`config.mk`:
```
export PLATFORM = sky130hd
export DESIGN_NAME = pll_rate_selector
export DESIGN_NICKNAME = d
export VERILOG_FILES = /design/src/rtl/pll_sel_pkg.sv /design/src/rtl/pll_preset_rom.sv /design/src/rtl/pll_list_map.sv /design/src/rtl/pll_rate_selector.sv
export SDC_FILE = /design/constraint.sdc
export NUM_CORES = 1
export LEC_CHECK = 0
export BUFFER_PORTS_ARGS = -buffer_cell sky130_fd_sc_hd__buf_2
export CAP_MARGIN = 0
export CORE_ASPECT_RATIO = 1.2
export CORE_UTILIZATION = 49
export DETAILED_ROUTE_END_ITERATION = 16
export PLACE_DENSITY = 0.82
export REMOVE_ABC_BUFFERS = 1
export SLEW_MARGIN = 40
export SYNTH_ARGS = -nofsm -noshare
export SYNTH_HDL_FRONTEND = slang
export SYNTH_SLANG_ARGS = --single-unit
export TNS_END_PERCENT = 20
```
`constraint.sdc`:
```
create_clock -name clk -period 4.4 [get_ports clk]
set_clock_uncertainty 0.05 [all_clocks]
set_input_delay 0.66 -clock clk [delete_from_list [all_inputs] [get_ports clk]]
set_output_delay 0.66 -clock clk [all_outputs]
set_load 0.1 [all_outputs]
```
`src/rtl/pll_sel_pkg.sv`:
```
package pll_sel_pkg;

    localparam int KHZ_W  = 20;
    localparam int WORD_W = 32;
    localparam int ID_W   = 4;
    localparam int RR_W   = 5;

    typedef enum logic [1:0] {
        KIND_PANEL = 2'd0,
        KIND_EXTDP = 2'd1
    } out_kind_e;

    typedef struct packed {
        logic [KHZ_W-1:0]  rate;
        logic [RR_W-1:0]   ref_range;
        logic [WORD_W-1:0] cp;
        logic [WORD_W-1:0] div;
        logic [WORD_W-1:0] div2;
        logic [WORD_W-1:0] frac1;
        logic [WORD_W-1:0] frac2;
        logic [WORD_W-1:0] ssc_en;
        logic [WORD_W-1:0] ssc_step;
    } pll_cfg_t;

    // Assemble one preset from its field values; bit positions follow the PHY decode.
    function automatic pll_cfg_t pack_cfg(
        input int khz, input int rr, input int cpi, input int cpp,
        input int txd, input int pmx, input int vco, input int rdiv,
        input int mul, input int fen, input int den, input int quo,
        input int rem, input int ssc, input int peak, input int step);
        pll_cfg_t c;
        c.rate      = KHZ_W'(khz);
        c.ref_range = RR_W'(rr);
        c.cp        = (32'(cpi) << 25) | (32'd65 << 17) | (32'(cpp) << 9) | (32'd127 << 1);
        c.div       = (32'd1 << 29) | (32'd2 << 26) | (32'(vco) << 24)
                    | (32'(pmx) << 10) | (32'(txd) << 5);
        c.div2      = (32'(rdiv) << 12) | 32'(mul);
        c.frac1     = (32'(fen) << 31) | (32'd1 << 30) | 32'(den);
        c.frac2     = (32'(rem) << 16) | 32'(quo);
        c.ssc_en    = (ssc != 0) ? ((32'd1 << 31) | (32'(peak) << 10)) : 32'd0;
        c.ssc_step  = (ssc != 0) ? (32'(step) << 11) : 32'd0;
        return c;
    endfunction

endpackage

```
`src/rtl/pll_preset_rom.sv`:
```
module pll_preset_rom
    import pll_sel_pkg::*;
(
    input  logic [ID_W-1:0] id_i,
    output pll_cfg_t        cfg_o
);
    always_comb begin
        unique case (id_i)
            4'd0:  cfg_o = pack_cfg(162000, 3, 4, 20, 2, 1, 2, 2, 226, 1, 5, 39321, 3, 0, 0, 0);
            4'd1:  cfg_o = pack_cfg(216000, 3, 4, 19, 2, 1, 0, 2, 312, 1, 5, 52428, 4, 1, 50961, 65752);
            4'd2:  cfg_o = pack_cfg(243000, 3, 4, 20, 2, 1, 0, 2, 356, 1, 5, 26214, 2, 1, 57331, 73971);
            4'd3:  cfg_o = pack_cfg(270000, 3, 4, 20, 1, 0, 3, 2, 184, 0, 1, 0, 0, 0, 0, 0);
            4'd4:  cfg_o = pack_cfg(324000, 3, 4, 20, 1, 1, 2, 2, 226, 1, 5, 39321, 3, 1, 38221, 49314);
            4'd5:  cfg_o = pack_cfg(432000, 3, 4, 19, 1, 1, 0, 2, 312, 1, 5, 52428, 4, 1, 50961, 65752);
            4'd6:  cfg_o = pack_cfg(540000, 3, 4, 20, 0, 0, 3, 2, 184, 0, 1, 0, 0, 0, 0, 0);
            4'd7:  cfg_o = pack_cfg(810000, 3, 4, 19, 0, 0, 0, 2, 292, 0, 1, 0, 0, 0, 0, 0);
            4'd8:  cfg_o = pack_cfg(162000, 1, 5, 25, 2, 1, 2, 1, 304, 1, 1, 49152, 0, 0, 0, 0);
            4'd9:  cfg_o = pack_cfg(270000, 1, 5, 25, 1, 1, 3, 1, 248, 1, 1, 40960, 0, 0, 0, 0);
            4'd10: cfg_o = pack_cfg(540000, 1, 5, 25, 0, 1, 3, 1, 248, 1, 1, 40960, 0, 0, 0, 0);
            4'd11: cfg_o = pack_cfg(810000, 1, 6, 26, 0, 1, 0, 1, 388, 1, 1, 61440, 0, 0, 0, 0);
            default: cfg_o = '0;
        endcase
    end
endmodule

```
`src/rtl/pll_list_map.sv`:
```
module pll_list_map
    import pll_sel_pkg::*;
#(
    parameter int PANEL_LEN = 8,
    parameter int EXTDP_LEN = 4,
    localparam int IDX_W = $clog2(PANEL_LEN)
) (
    input  logic [1:0]       kind_i,
    input  logic             ref_sel_i,
    input  logic [IDX_W-1:0] idx_i,
    output logic [ID_W-1:0]  id_o,
    output logic [IDX_W-1:0] last_o
);
    logic [ID_W-1:0] dp100_id;

    // External list at 100 MHz reuses the panel presets at positions 0,3,6,7.
    always_comb begin
        unique case (idx_i[1:0])
            2'd0: dp100_id = 4'd0;
            2'd1: dp100_id = 4'd3;
            2'd2: dp100_id = 4'd6;
            default: dp100_id = 4'd7;
        endcase
    end

    always_comb begin
        if (kind_i == KIND_PANEL) begin
            id_o   = ID_W'(idx_i);
            last_o = IDX_W'(PANEL_LEN - 1);
        end else begin
            id_o   = ref_sel_i ? (ID_W'(PANEL_LEN) + ID_W'(idx_i[1:0])) : dp100_id;
            last_o = IDX_W'(EXTDP_LEN - 1);
        end
    end
endmodule

```
`src/rtl/pll_rate_selector.sv`:
```
module pll_rate_selector
    import pll_sel_pkg::*;
#(
    parameter int PANEL_LEN = 8,
    parameter int EXTDP_LEN = 4
) (
    input  logic              clk,
    input  logic              rst_n,
    input  logic              start_i,
    input  logic [1:0]        kind_i,
    input  logic              ref_sel_i,
    input  logic [KHZ_W-1:0]  req_khz_i,
    output logic              busy_o,
    output logic              done_o,
    output logic              ok_o,
    output logic              err_o,
    output logic [KHZ_W-1:0]  sel_khz_o,
    output logic [RR_W-1:0]   ref_range_o,
    output logic [WORD_W-1:0] cp_word_o,
    output logic [WORD_W-1:0] div_word_o,
    output logic [WORD_W-1:0] div2_word_o,
    output logic [WORD_W-1:0] frac1_word_o,
    output logic [WORD_W-1:0] frac2_word_o,
    output logic [WORD_W-1:0] ssc_en_word_o,
    output logic [WORD_W-1:0] ssc_step_word_o
);
    localparam int IDX_W = $clog2(PANEL_LEN);

    typedef struct packed {
        logic             busy;
        logic             done;
        logic             ok;
        logic             err;
        logic [IDX_W-1:0] idx;
        logic [1:0]       kind;
        logic             ref_sel;
        logic [KHZ_W-1:0] req;
        pll_cfg_t         cfg;
    } sel_state_t;

    sel_state_t      st_d, st_q;
    logic [ID_W-1:0] rom_id;
    logic [IDX_W-1:0] last_idx;
    pll_cfg_t        rom_cfg;

    pll_list_map #(.PANEL_LEN(PANEL_LEN), .EXTDP_LEN(EXTDP_LEN)) u_map (
        .kind_i    (st_q.kind),
        .ref_sel_i (st_q.ref_sel),
        .idx_i     (st_q.idx),
        .id_o      (rom_id),
        .last_o    (last_idx)
    );

    pll_preset_rom u_rom (
        .id_i  (rom_id),
        .cfg_o (rom_cfg)
    );

    always_comb begin
        st_d      = st_q;
        st_d.done = 1'b0;
        if (!st_q.busy) begin
            if (start_i) begin
                st_d.ok  = 1'b0;
                st_d.err = 1'b0;
                st_d.cfg = '0;
                if (kind_i > 2'd1) begin
                    st_d.done = 1'b1;
                    st_d.err  = 1'b1;
                end else begin
                    st_d.busy    = 1'b1;
                    st_d.idx     = '0;
                    st_d.kind    = kind_i;
                    st_d.ref_sel = ref_sel_i;
                    st_d.req     = req_khz_i;
                end
            end
        end else if (rom_cfg.rate >= st_q.req) begin
            st_d.busy = 1'b0;
            st_d.done = 1'b1;
            st_d.ok   = 1'b1;
            st_d.cfg  = rom_cfg;
        end else if (st_q.idx == last_idx) begin
            st_d.busy = 1'b0;
            st_d.done = 1'b1;
            st_d.err  = 1'b1;
        end else begin
            st_d.idx = st_q.idx + 1'b1;
        end
    end

    always_ff @(posedge clk or negedge rst_n) begin
        if (!rst_n) st_q <= '0;
        else        st_q <= st_d;
    end

    assign busy_o          = st_q.busy;
    assign done_o          = st_q.done;
    assign ok_o            = st_q.ok;
    assign err_o           = st_q.err;
    assign sel_khz_o       = st_q.cfg.rate;
    assign ref_range_o     = st_q.cfg.ref_range;
    assign cp_word_o       = st_q.cfg.cp;
    assign div_word_o      = st_q.cfg.div;
    assign div2_word_o     = st_q.cfg.div2;
    assign frac1_word_o    = st_q.cfg.frac1;
    assign frac2_word_o    = st_q.cfg.frac2;
    assign ssc_en_word_o   = st_q.cfg.ssc_en;
    assign ssc_step_word_o = st_q.cfg.ssc_step;


    err_zero_cfg_chk: assert property (@(posedge clk) disable iff (!rst_n)
        err_o |-> (sel_khz_o == '0 && cp_word_o == '0 && div2_word_o == '0 && ssc_en_word_o == '0));

    ok_err_excl_chk: assert property (@(posedge clk) disable iff (!rst_n)
        !(ok_o && err_o));

    done_idle_chk: assert property (@(posedge clk) disable iff (!rst_n)
        done_o |-> !busy_o);

    scan_bound_chk: assert property (@(posedge clk) disable iff (!rst_n)
        busy_o |-> (st_q.idx <= last_idx));

    req_hold_chk: assert property (@(posedge clk) disable iff (!rst_n)
        (busy_o && $past(busy_o)) |-> ($stable(st_q.req) && $stable(st_q.kind)));

    ssc_pair_chk: assert property (@(posedge clk) disable iff (!rst_n)
        done_o |-> ((ssc_en_word_o == '0) == (ssc_step_word_o == '0)));
endmodule

```
==> results of run 1 <==
==> per-layer routing <==
| layer | part of all wire [%] | wire length (um) |
|---|---|---|
| met4 | 2.0 | 255 |
| met1 | 42 | 5444 |
| met5 | 0 | 0 |
| met3 | 6.6 | 855 |
| met2 | 49 | 6377 |
==> cell type report <==
cell class	instances	area, um2
Clock buffer	13	270.3
Clock inverter	3	15.01
Fill cell	1237	6397
Inverter	26	97.59
Multi-Input combinational cell	529	2808
Sequential cell	80	2006
Tap cell	164	205.2
Timing Repair Buffer	159	869.6
==> worst max-delay path by stage <==
stage	from	to	slack (ns)
after floorplan	ref_range_o[0]	ref_range_o[0]	-6.36
after global placement	st_q[272]	div_word_o[10]	0.37
after detailed placement	st_q[272]	div_word_o[10]	0.23
after CTS	st_q[272]	div_word_o[10]	0.24
after global routing	st_q[272]	sel_khz_o[3]	0.09
final	st_q[272]	div_word_o[24]	0.24
==> stage by stage <==
step           utilization [%]  hold slack (ns)  setup slack, ns  instances
3_3_place_gp             47.15           0.4017           0.3656        958
4_1_cts                  49.48           0.3456           0.2417        974
3_5_place_dp             47.23           0.4121           0.2254        958
5_1_grt                  49.50           0.3777          0.09018        974
6_report                 49.50           0.3109           0.2424        974
2_1_floorplan                -           0.3144           -6.363        635
==> logic make-up (layout without fill, tap and decap cells) <==
family                     count (synthesis)  in the layout
buffers and inverters                    311            201
AOI/OAI and AO/OA                        112            112
muxes                                      8              8
other                                      1            146
adders and majority gates                 25             25
DFF                                       80             80
and+or+nand+nor                          238            238
==> synthesized netlist by cell type, drive strengths merged, types with 2 or more instances <==
cell     count  area share [%]
a31oi        3            0.29
dfrtp       80              31
ha          25             4.9
nand3       84             6.6
nand2       93             5.5
buf        262              30
o2bb2ai      2            0.28
a21oi       21             1.7
inv         26             1.5
o2111ai      3            0.41
or2          3            0.29
a22o         6            0.83
o311ai       3            0.41
o21ai       35             2.8
clkbuf      23             1.4
mux2i        7             1.4
and3         2            0.20
or3          6            0.59
a21o         7            0.94
a22oi        4            0.47
o211ai       6            0.79
nor2b        2            0.20
and2         4            0.39
nand4        8            0.79
o21bai       2            0.24
nor3         5            0.39
nor2        28             1.7
o31ai        4            0.47
a211oi       4            0.55
==> registers in the layout, indices dropped and copies added (netlist names) <==
| register | cells |
|---|---|
| busy_o | 1 |
| cp_word_o | 6 |
| div2_word_o | 8 |
| div_word_o | 5 |
| done_o | 1 |
| err_o | 1 |
| frac1_word_o | 1 |
| frac2_word_o | 8 |
| ok_o | 1 |
| ref_range_o | 2 |
| sel_khz_o | 17 |
| ssc_en_word_o | 3 |
| st_q | 26 |
==> critical path, cell delays in order, from the launching register on <==
cell and delay (ns):
dfrtp_2 0.49, ha_1 0.30, or2_2 0.36, mux2i_4 0.28, inv_1 0.11, ha_1 0.22, nor2_1 0.15, a21oi_1 0.12
ha_1 0.34, nand4_1 0.12, nor4_1 0.35, o21ai_1 0.20, o211a_1 0.24, buf_4 0.22, a21o_4 0.25, a22o_1 0.22
==> results by group, run 1 <==
GRT
  – GR Layer Usage met3: ~4.3%
  – First-pass GRT wire length: ~20000 um
  – GR Util met2: around a third
  – Total global routing track utilization: approximately 19%
  – Initial antenna violation count: 0
  – Pin count of the biggest net entering global routing: 81
  – Grt peak-use layer: met2
  – Via count of the first global-routing pass: 4087
  – Remaining global-route overflow: 0
  – Global-route met1 utilization: 24.24%

Synth
  – Number of enable-type register cells in the synthesized netlist: 0
  – FFs w/ async S/R, synth: between 90% and 100%
  – Synth Warn #: 0
  – Mean Syn Cell Area: a little over 8 um2
  – Multiplexer share of the synthesized area: under 10%
  – Largest family of logic cells by synthesized area: buffers and inverters
  – Most used flip-flop cell after synthesis: dfrtp_1
  – Synthesized-area fraction occupied by and/or/nand/nor cells: 16.95%
  – Synthesized flop and latch total: 80
  – Count of cell types in the netlist: between 50 and 60
  – Area share of fa/ha/maj cells after synthesis: between 4 and 5%
  – Cells after synthesis: roughly 780
  – Cell area after technology mapping: about 6400 um2
  – Portion of the post-synthesis area used by sequential elements: between 30% and 40%
  – Share of the synthesized netlist area taken by xor and xnor gates: 0%
  – Fraction of the mapped netlist area in compound gates: about an eighth

Floorplan
  – Overall die area: 13460 um2
  – Number of primary I/O pins: around 280
  – Starting Density: 50.27%
  – Core box area: approximately 13000 um2
  – Die extent in y: 126.9 um
  – Number of placement rows: between 40 and 50
  – Width of the chip: 106.1 um

Detailed routing
  – Initial DRC count: between 200 and 300
  – Antenna violation net count after detailed routing: 0
  – DRT Pass-1 Iters: 5
  – Via Count: about 4700
  – DRC: 0
  – Wire per inst: ~13 um
  – Mean number of vias per cell: roughly 4.8
  – Total Wirelength: 12930 um

Clocking
  – CTS hold repair buffers: 0
  – Buffer count from post-CTS setup fixing: 0
  – Root Buffer: clkbuf_16
  – CTS tree: yes
  – CTS-repair resized insts: 0
  – Num CTS Buffers: 9
  – # H-tree levels: 3
  – Insertion delay of the later-clocked pin in the worst-skew pair: 0.33 ns
  – Reg clk slew, reported paths: around 0.060 ns
  – Count of clock tree sinks: 80
  – Maximum root-to-sink buffer count: 2

Worst setup path
  – Worst Path Class, Setup: flip-flop to flip-flop
  – Startpoint class of the critical path: flip-flop
  – Worst setup slack for register-to-register paths: approximately 0.24 ns
  – Required time reported for the critical path endpoint: 4.57 ns
  – Peak fanout along the critical path: 11
  – Endpoint of the worst-slack reg-to-reg timing path: div_word_o[24]
  – Arrival time of data at the critical path endpoint: approximately 4.3 ns
  – Element type at the critical path end: flip-flop
  – Source of the worst register-to-register timing path: st_q[272]
  – Number of cells on the worst reg-to-reg path: 15

Worst hold path
  – Type of the most critical hold path: input port to asynchronous set/reset pin

Timing
  – Setup total negative slack: 0 ns
  – Final critical path time including I/O delays and setup: 4.158 ns
  – Final period utilization: 94.49%
  – Actual slew at the worst max-slew pin: 0.7129 ns
  – Setup repair after global routing missed its margin: false
  – Final-report max-slew violation count: 0
  – Fmax: approximately 0.24 GHz
  – Final count of negative-setup-slack endpoints: 0
  – Worst max-slew margin expressed relative to the limit: a little over half
  – Final hold viol count: 0

Finish
  – Synthesis-to-layout area growth: -1.532%
  – Final Net Count: 856
  – Non-Filler Cell Area, Final: about 6300 um2
  – Commonest non-fill, non-tap cell in the layout: conb_1
  – Final antenna diode count: 0
  – Share of cells above drive strength 1: between 20% and 30%
  – Highest-count cells in the layout ignoring fill and taps: conb_1, buf_2, nand2_1

Placement
  – Post-placement cell area: ~6000 um2
  – Number of buffers added on ports: around 130
  – Hpwl dp: 9692 um
  – Placer congestion estimate: between 0.8 and 0.9

Run status
  – Status: complete, no violations

Job
  – Number of max-cap violations: 0
Power of run 1 is left out: the tool's default activity adds up to more than one toggle a clock period on the data nets, which glitch-free logic cannot reach.
==> run 2: changes to the inputs <==
CORE_MARGIN = 8   (was unset)
RECOVER_POWER = 25   (was unset)
==> run 2 against run 1 <==
The run now ends with capacitance limit, slew limit left; non-clock buffer count down 3; flip-flop and latch count unchanged; critical endpoint is now frac2_word_o[10]; worst hold slack better by 0.11 ns; global-route usage down 1.9 points; setup slack better by 0.063 ns; maximum frequency up 1.5%.
==> results by group, run 2 (synthesized netlist as in run 1, its figures left out) <==
Run status
  – Status: complete, but fails checks (was complete, no violations)
  – Failing checks: capacitance limit, slew limit

Clocking
  – CTS tree: yes (unchanged)
  – CTS hold repair buffers: 0 (unchanged)
  – CTS-repair resized insts: 0 (unchanged)
  – Reg clk slew, reported paths: 0.06 ns (about the same)
  – Num CTS Buffers: 9 (unchanged)
  – # H-tree levels: 3 (unchanged)
  – Root Buffer: clkbuf_16 (unchanged)
  – Buffer count from post-CTS setup fixing: 0 (unchanged)
  – Count of clock tree sinks: 80 (unchanged)
  – Insertion delay of the later-clocked pin in the worst-skew pair: 0.34 ns (was 0.33 ns)
  – Maximum root-to-sink buffer count: 2 (unchanged)

Timing
  – Final hold viol count: 0 (unchanged)
  – Final-report max-slew violation count: 81 (was 0)
  – Final count of negative-setup-slack endpoints: 0 (unchanged)
  – Setup total negative slack: 0 ns (unchanged)
  – Final period utilization: 93.07% (was 94.49%)
  – Worst max-slew margin expressed relative to the limit: -32.50% (was 52.25%)
  – Setup repair after global routing missed its margin: false (unchanged)
  – Fmax: 0.2442 GHz (was 0.2405 GHz)
  – Actual slew at the worst max-slew pin: 1.988 ns (was 0.7129 ns)
  – Final critical path time including I/O delays and setup: 4.095 ns (was 4.158 ns)

Worst setup path
  – Peak fanout along the critical path: 25 (was 11)
  – Worst Path Class, Setup: flip-flop to flip-flop (unchanged)
  – Startpoint class of the critical path: flip-flop (unchanged)
  – Arrival time of data at the critical path endpoint: 4.29 ns (was 4.33 ns)
  – Element type at the critical path end: flip-flop (unchanged)
  – Required time reported for the critical path endpoint: 4.60 ns (was 4.57 ns)

GRT
  – Initial antenna violation count: 0 (unchanged)
  – Pin count of the biggest net entering global routing: 81 (unchanged)
  – Remaining global-route overflow: 0 (unchanged)
  – Via count of the first global-routing pass: 4712 (was 4087)
  – First-pass GRT wire length: 23980 um (was 20460 um)
  – Total global routing track utilization: 17.38% (was 19.24%)

Placement
  – Number of buffers added on ports: 132 (unchanged)
  – Hpwl dp: 11910 um (was 9692 um)
  – Post-placement cell area: 5967 um2 (was 5983 um2)
  – Placer congestion estimate: 0.9026 (was 0.8885)

Floorplan
  – Core box area: 12670 um2 (unchanged)
  – Number of primary I/O pins: 279 (unchanged)
  – Number of placement rows: 45 (unchanged)
  – Width of the chip: 120.1 um (was 106.1 um)
  – Overall die area: 16920 um2 (was 13460 um2)
  – Die extent in y: 140.9 um (was 126.9 um)
  – Starting Density: 50.27% (unchanged)

Detailed routing
  – Total Wirelength: 15300 um (was 12930 um)
  – Antenna violation net count after detailed routing: 0 (unchanged)
  – DRC: 0 (unchanged)
  – Mean number of vias per cell: 4.861 (was 4.814)
  – Via Count: 4720 (was 4689)
  – DRT Pass-1 Iters: 5 (unchanged)
  – Initial DRC count: 251 (was 285)
  – Wire per inst: 15.76 um (was 13.28 um)

Finish
  – Commonest non-fill, non-tap cell in the layout: conb_1 (unchanged)
  – Final Net Count: 853 (was 856)
  – Share of cells above drive strength 1: 22.92% (was 23.21%)
  – Non-Filler Cell Area, Final: 6287 um2 (was 6271 um2)
  – Flip-flop count of the largest register, all copies and words added: 26 (unchanged)
  – Final antenna diode count: 0 (unchanged)
  – Final standard cell utilization of the core: 49.63% (was 49.50%)
  – Register with the most flip-flops: st_q (unchanged)
  – Synthesis-to-layout area growth: -1.277% (was -1.532%)
  – Highest-count cells in the layout ignoring fill and taps: conb_1, buf_2, nand2_1 (unchanged)

Worst hold path
  – Type of the most critical hold path: flip-flop to flip-flop (was input port to asynchronous set/reset pin)

Job
  – Number of max-cap violations: 1 (was 0)
run 2: final timing paths:
kind | startpoint | end | slack, ns | cells after the start
worst max-delay path | st_q[273] | frac2_word_o[10] | 0.31 | 15
worst min-delay path | st_q[249] | st_q[249] | 0.42 | 2
worst max register to register | st_q[273] | frac2_word_o[10] | 0.31 | 15
worst min register to register | st_q[249] | st_q[249] | 0.42 | 2
max in group asynchronous | rst_n | st_q[272] | 2.14 | 1
min in group asynchronous | rst_n | st_q[263] | 0.80 | 1
run 2: final cells by class:
type,instances,area (um2)
Fill cell,1256,6381
Sequential cell,80,2004
Inverter,26,97.59
Clock inverter,5,80.08
Timing Repair Buffer,156,848.3
Clock buffer,11,242.7
Tap cell,164,205.2
Multi-Input combinational cell,529,2809
run 2: per-stage QoR:
stage,setup slack (ns),instances,hold WS (ns)
after floorplan,-6.363,635,0.3144
after global routing,0.02379,971,0.4344
after global placement,0.3188,954,0.4004
after detailed placement,0.2853,955,0.4097
final,0.3051,971,0.4222
after CTS,0.2617,971,0.3367
run 2: metal layers:
metal | global-route usage (%) | wire [um] | share of wire [%]
met1 | 19.67 | 6005 | 39
met5 | 0 | 0 | 0
met4 | 8.169 | 365 | 2.4
met3 | 5.274 | 1370 | 9.0
met2 | 29.32 | 7559 | 49
run 2: critical path: stages, from the launching register on:
cell,delay (ns)
dfrtp_1,0.50
inv_1,0.18
ha_1,0.23
or2_2,0.32
mux2i_4,0.15
buf_4,0.18
nor2_1,0.05
o32ai_1,0.38
ha_1,0.32
a21o_1,0.18
a21o_1,0.16
a22oi_1,0.31
o211a_1,0.38
buf_4,0.33
nor3b_1,0.08
o31ai_1,0.18
Power of run 2 is left out for the same reason.
